==> src/rtl/adc_cmd_core.sv <==
module adc_cmd_core #(
  parameter int RES_W = 24
) (
  input  logic             clk,
  input  logic             rst_n,
  input  logic             wr_start,
  input  logic             rx_busy,
  input  logic             wr_vld,
  input  logic [7:0]       wr_data,
  input  logic             rd_start,
  input  logic             rd_req,
  input  logic             res_vld,
  input  logic [RES_W-1:0] res_data,
  output logic [7:0]       cfg,
  output logic             conv_go,
  output logic             pwr_dn,
  output logic             drdy_n,
  output logic [7:0]       rd_data
);
  localparam int NB = RES_W / 8;
  localparam int IW = $clog2(NB + 1);

  typedef enum logic [1:0] {RM_NONE, RM_RES, RM_REG} rmode_t;

  logic [7:0]       cfg_q, rd_q;
  logic [RES_W-1:0] latest_q, snap_q, shift_q;
  logic             late_q, stale_q, wpend_q, rsel_q, pd_q, go_q, drdy_q;
  rmode_t           mode_q;
  logic [IW-1:0]    idx_q;

  logic c_rst, c_go, c_pd, c_rdat, c_rreg, c_wreg;
  logic [7:0] sel_byte;

  wire [RES_W-1:0] latest_n = res_vld ? res_data : latest_q;
  wire is_data  = wr_vld && wpend_q && !wr_start;
  wire is_cmd   = wr_vld && !is_data;
  wire [7:0] status = {!drdy_q, 7'd0};
  wire last_rd  = rd_req && (mode_q == RM_RES) && (idx_q == IW'(NB - 1));

  always_comb begin
    {c_rst, c_go, c_pd, c_rdat, c_rreg, c_wreg} = '0;
    casez (wr_data)
      8'b0000_011?: c_rst  = 1'b1;
      8'b0000_100?: c_go   = 1'b1;
      8'b0000_001?: c_pd   = 1'b1;
      8'b0001_????: c_rdat = 1'b1;
      8'b0010_0???: c_rreg = 1'b1;
      8'b0100_00??: c_wreg = 1'b1;
      default: ;
    endcase
  end

  always_comb begin
    sel_byte = 8'h00;
    case (mode_q)
      RM_RES:
        for (int k = 0; k < NB; k++)
          if (idx_q == IW'(k)) sel_byte = shift_q[(NB-1-k)*8 +: 8];
      RM_REG: sel_byte = rsel_q ? status : cfg_q;
      default: ;
    endcase
  end

  always_ff @(posedge clk) begin
    if (!rst_n || (is_cmd && c_rst)) begin
      cfg_q    <= '0;
      rd_q     <= '0;
      latest_q <= '0;
      snap_q   <= '0;
      shift_q  <= '0;
      late_q   <= 1'b0;
      stale_q  <= 1'b0;
      wpend_q  <= 1'b0;
      rsel_q   <= 1'b0;
      pd_q     <= 1'b0;
      go_q     <= 1'b0;
      drdy_q   <= 1'b1;
      mode_q   <= RM_NONE;
      idx_q    <= '0;
    end else begin
      go_q     <= is_cmd && c_go;
      latest_q <= latest_n;
      stale_q  <= stale_q | res_vld;

      if (!rx_busy) begin
        snap_q <= latest_n;
        late_q <= 1'b0;
      end else if (res_vld) begin
        late_q <= 1'b1;
      end

      if (res_vld)                 drdy_q <= 1'b0;
      else if (last_rd && !stale_q) drdy_q <= 1'b1;

      if (wr_start) wpend_q <= 1'b0;
      if (is_data) begin
        wpend_q <= 1'b0;
        cfg_q   <= wr_data;
      end

      if (rd_start) idx_q <= '0;
      if (rd_req) begin
        rd_q <= sel_byte;
        if (idx_q != IW'(NB)) idx_q <= idx_q + 1'b1;
      end

      if (is_cmd) begin
        idx_q   <= '0;
        mode_q  <= RM_NONE;
        wpend_q <= c_wreg;
        if (c_go) pd_q <= 1'b0;
        if (c_pd) pd_q <= 1'b1;
        if (c_rdat) begin
          mode_q  <= RM_RES;
          shift_q <= snap_q;
          stale_q <= late_q | res_vld;
        end
        if (c_rreg) begin
          mode_q <= RM_REG;
          rsel_q <= wr_data[2];
        end
      end
    end
  end

  assign cfg     = cfg_q;
  assign conv_go = go_q;
  assign pwr_dn  = pd_q;
  assign drdy_n  = drdy_q;
  assign rd_data = rd_q;
endmodule

==> config.mk <==
export PLATFORM = sky130hd
export DESIGN_NAME = adc_cmd_core
export DESIGN_NICKNAME = d
export VERILOG_FILES = /design/src/rtl/adc_cmd_core.sv
export SDC_FILE = /design/constraint.sdc
export NUM_CORES = 1
export LEC_CHECK = 0
export BUFFER_PORTS_ARGS = -buffer_cell sky130_fd_sc_hd__buf_2
export CAP_MARGIN = 5
export CORE_AREA = 10 10 81 153
export CTS_BUF_LIST = sky130_fd_sc_hd__clkbuf_4
export DETAILED_ROUTE_END_ITERATION = 12
export DIE_AREA = 0 0 91 163
export SYNTH_ARGS = -nofsm -noshare
export SYNTH_HDL_FRONTEND = slang
export SYNTH_SLANG_ARGS = --single-unit
==> constraint.sdc <==
create_clock -name clk -period 1.3 [get_ports clk]
set_input_delay 0.065 -clock clk [delete_from_list [all_inputs] [get_ports clk]]
set_output_delay 0.065 -clock clk [all_outputs]
set_load 0.01 [all_outputs]
# Word level (Yosys, flattened, before mapping)

Cells that the tools add are included.
W data, S select, Z words.

Register bits after elaboration: 99
Input port bits: 40
Output and inout port bits: 19
Word-level logic and storage cells: 78

Add/subtract/negate cells: 1
Eq/ne operators: 11
Multiplexer cells: 26
Bitwise operators: 3
Reduce and logical (&&, ||, !) cells: 23

Operator list:

| operator              | count |
|---|---|
| $mux W8               | 4 |
| $mux W24              | 1 |
| $mux W1               | 16 |
| $pmux W8 S2           | 1 |
| $logic_and A1 B1 Y1   | 8 |
| $mux W2               | 4 |
| $eq A7 B1 Y1 const B  | 1 |
| $eq A7 B2 Y1 const B  | 1 |
| $eq A7 B3 Y1 const B  | 1 |
| $eq A6 B5 Y1 const B  | 1 |
| $reduce_and A2 Y1     | 3 |
| $eq A5 B3 Y1 const B  | 1 |
| $logic_not A1 Y1      | 5 |
| $eq A2 B1 Y1 const B  | 2 |
| $eq A2 B2 Y1 const B  | 2 |
| $eq A4 B1 Y1 const B  | 1 |
| $reduce_bool A2 Y1    | 2 |
| $reduce_or A2 Y1      | 2 |
| $reduce_bool A3 Y1    | 1 |
| $add A2 B1 Y2 const B | 1 |
| $logic_not A2 Y1      | 1 |
| $ne A2 B2 Y1 const B  | 1 |
| $or A1 B1 Y1          | 2 |
| $logic_or A1 B1 Y1    | 1 |
| $not A1 Y1            | 1 |

# Logic depth before layout (Yosys ltp)

Word-level depth: 7
Depth in mapped cells: 8

# Worst setup path before layout

No wires, ideal clock.

Path type: flip-flop to flip-flop
Start: register idx_q[0]
End: register rd_q[0], in the netlist rd_data[0]
Arrival time: 1332 ps
Required time: 1176 ps
Slack: -156 ps
Stages on the path, launching flop included: 8
Buffers on the path: 2
Clock period less this slack: 1456 ps
Path through: dfxtp_1 inv_1 ha_1 clkbuf_1 buf_2 a21oi_1 a222oi_1 nor2_1

Cells in the longest elaborated chain, start to end: 5

Ends and longest elaborated chain:

| what                   | RTL line | RTL |
|---|---|---|
| start, declared        | 29       | `logic [IW-1:0] idx_q;` |
| start signal, assigned | 104      | `if (idx_q != IW'(NB)) idx_q <= idx_q + 1'b1;` |
| $logic_not A2 Y1       | 58       | `if (idx_q == IW'(k)) sel_byte = shift_q[(NB-1-k)*8 +: 8];` |
| $mux W8 (2 in series)  | 58       |  |
| $mux W8 *              | 58       |  |
| $pmux W8 S2 *          | 55       | `case (mode_q)` |
| end signal, assigned   | 103      | `rd_q <= sel_byte;` |
| end, declared          | 25       | `logic [7:0] cfg_q, rd_q;` |

Every way passes the cells marked *; elsewhere a longest branch is shown, timed or not.
A chain may end at the register's enable or synchronous reset.

# Worst setup path after layout

Start: register idx_q[0]
End: register rd_q[3], in the netlist rd_data[3]

The elaborated chain is that of the path after synthesis.

==> metrics <==
status=finished, violations left; failing checks=negative setup slack; min-delay worst type=in -> reg; RSZ-0062 raised after global routing=yes; vias in the first global route=3423; Worst Hold Path Cells=4; TritonRoute pass-1 iters=5; Seq cells post-synth=99; Overflow after GRT=0; drt drc=0; WP data arrival=1.84 ns; port buffer count=58; Post-Synth Simple-Gate Area=17.0%; Slew Limit Fails=0; Mean Syn Cell Area=9.04 sq um; largest net degree at the start of global routing=50; sw frac=24.7%; clk_skew=0.00959 ns; num ports=59; Num CTS Buffers=9; startpoint types=register; layout overhead on the synthesized area=50.6%; WP buf/inv=1; FF-to-FF path depth=6; fin crit share=115%; adder-cell share of the synthesized area=1.92%; Post-layout nets=602; clock network latency to the later pin of the worst-skew pair=0.45 ns; multi-input logic area=0.00215 sq mm; Final WS setup=-0.196 ns; Max Fclk=0.668 GHz; worst path required time=1.65 ns; initial antenna violation count=1; commonest non-fill, non-tap cell in the layout=dfxtp_1; Initial DRC Count=228; Root Buffer=clkbuf_4; P per Cell Area=985 mW/mm^2; core area=0.0100 sq mm; post-layout min period=1.50 ns; DIE HEIGHT=163 microns; CP endpoint kind=register; most frequent cells in the layout=dfxtp_1 (94), nor2_1 (82), buf_2 (58); Comb pwr share=14.1%; Pint=4.37 mW; top cells by area, synth=dfxtp_1 (51%), mux2i_1 (15%), nor2_1 (12%); placed instance area=0.00448 sq mm; max incr delay on CP=0.37 ns; Synth cell types=33; peak supply drop=0.000704 V; fillers=884; routed vias=3517; Avg WL per Cell=16.6 microns; dpl ws=-0.166 ns; sequential-to-total area share from yosys stat=50.6%; actual slew at the worst max-slew pin=0.583 ns; final core occ=58.9%; final-report setup violation count=85; Site Rows=52; Syn Inst Count=433; post-route antenna net violation count=0; mux share of post-synthesis cell area=15.1%; Max Cap Viol=0; DP HPWL=7040 microns; slowest library cell on the worst path=dfxtp_4; die width=91 microns; Worst path depth=6; Netlist Area Pre-Place=0.00392 sq mm; Leak=2.51 nW; Slew headroom=60.6%; Crit path max-delay family=compound AO/OA/AOI/OAI gates; maximum root-to-sink buffer count=2; Reg clk slew, reported paths=0.15 ns; Total Routing Usage GR=14.4%; Routed WL=11600 microns; Hold Violations, Final=0; total power draw=5.81 mW; compound-cell area share of the yosys netlist=9.94%; clock network power share=31.2%; layout cells sized above 1=34.2%; Psw=1.43 mW; crit path kind=reg -> reg; Ys Warns=0; die area=0.0148 sq mm; XOR/XNOR Fraction of Synth Area=0%; vias per cell=5.05; post-synth top area share=50.6%; post-synth top area cell=dfxtp_1; GP Congestion=0.888; Initial Utilization=39.1%; Reg power frac=54.7%; CTS tree=built; final instance area=0.00590 sq mm; syn_nets=479; CP cell instances=buf_4 -> ha_4 -> a21oi_1 -> o21ai_1 -> a222oi_1 -> nor2_1; CTS sink count=99; largest family of logic cells by synthesized area=simple AND/OR/NAND/NOR gates; H-tree depth=3; Crit Path Max Fanout=14; Storage cell area=0.00199 sq mm; first-pass GRT wire length=17200 microns
==> Yosys cell counts <==
cell	n
nand4b_1	1
nor3b_1	1
buf_2	7
ha_1	6
inv_1	16
nand2b_1	2
a41oi_1	2
buf_4	10
a31oi_1	2
o21bai_1	1
nor2_1	125
nor3_2	1
nand4_1	3
a222oi_1	7
o21ai_0	9
clkbuf_1	8
and2b_1	1
o21ai_2	1
dfxtp_1	99
and3_1	1
buf_1	1
nand2_1	15
nand3b_1	2
nor3_1	1
nor4b_4	1
nor4b_1	1
a21oi_1	44
clkinv_1	1
nor2b_1	2
clkbuf_2	1
nand3_1	1
mux2i_1	59
a211oi_1	1
==> power groups by stage <==
| stage | logic (mW) | clock network, mW | registers (mW) |
|---|---|---|---|
| 2_1_floorplan | 0.299 | 0 | 3.23 |
| 3_3_place_gp | 0.452 | 0 | 3.23 |
| 3_5_place_dp | 0.461 | 0 | 3.24 |
| 4_1_cts | 0.672 | 1.85 | 3.17 |
| 5_1_grt | 0.880 | 1.98 | 3.19 |
| 6_report | 0.817 | 1.81 | 3.18 |
==> worst register-to-register path, delay by kind of cell, from the launching register on <==
family / cells / cell delay [ns]
AO/OA/AOI/OAI: 3 / 0.59
buffers and inverters: 1 / 0.15
adder cells (fa/ha/maj): 1 / 0.21
flip-flops: 1 / 0.37
AND/OR/NAND/NOR: 1 / 0.08
==> per-stage QoR <==
step                hold slack, ns  TNS (ns)  cells
finish                      0.0264     -6.46    697
CTS                         0.0108     -5.02    690
floorplan                    0.179  -0.00279    433
detailed placement           0.309     -6.15    621
global route                0.0390    -12.17    697
global placement             0.302     -6.92    621
==> sequential cells by signal (all words and copies together), names as in the netlist, 2 cells and up <==
register,flops
shift_q,24
mode_q,2
snap_q,24
latest_q,24
idx_q,2
cfg,8
rd_data,8
==> cell type report <==
type / instances / area share (%)
antenna: 1 / 0.0424
clock buffer: 11 / 1.40
clock inverter: 5 / 1.32
inverter: 17 / 1.08
multi-input combinational: 290 / 36.5
sequential: 99 / 33.8
tap: 135 / 2.86
timing repair buffer: 139 / 23.0
==> per-layer routing <==
metal,global-route usage [%],vias up,wire length [microns]
met1,14.1,1676,4270
met3,3.42,32,452
li1,-,1709,-
met2,26.7,100,6340
met4,8.24,0,529
met5,0,-,0
==> cells by family after synthesis <==
kind of cell,count (synthesis)
AOI/OAI and AO/OA,67
adders and majority gates,6
buffers and inverters,44
DFF,99
muxes,59
and+or+nand+nor,158
==> path summary, 6_finish.rpt <==
check / end / slack (ns) / from
hold reg to reg: rd_data[7] / 0.49 / rd_data[7]
setup / recovery: rd_data[3] / -0.20 / idx_q[0]
setup reg to reg: rd_data[3] / -0.20 / idx_q[0]
hold / removal: wpend_q / 0.03 / wr_data[2]
==> what timing repair did <==
action / 4_1_cts / 5_1_grt
gates resized for setup: 20 / 102
endpoints found under the setup margin: 95 / 95
pin swaps: 23 / 33
buffers inserted: 8 / 2
hold buffers: 37 / 0
endpoints found under the hold margin: 50 / 0
cloned: 8 / 6
Note: power is estimated with default switching activity, not from simulation.
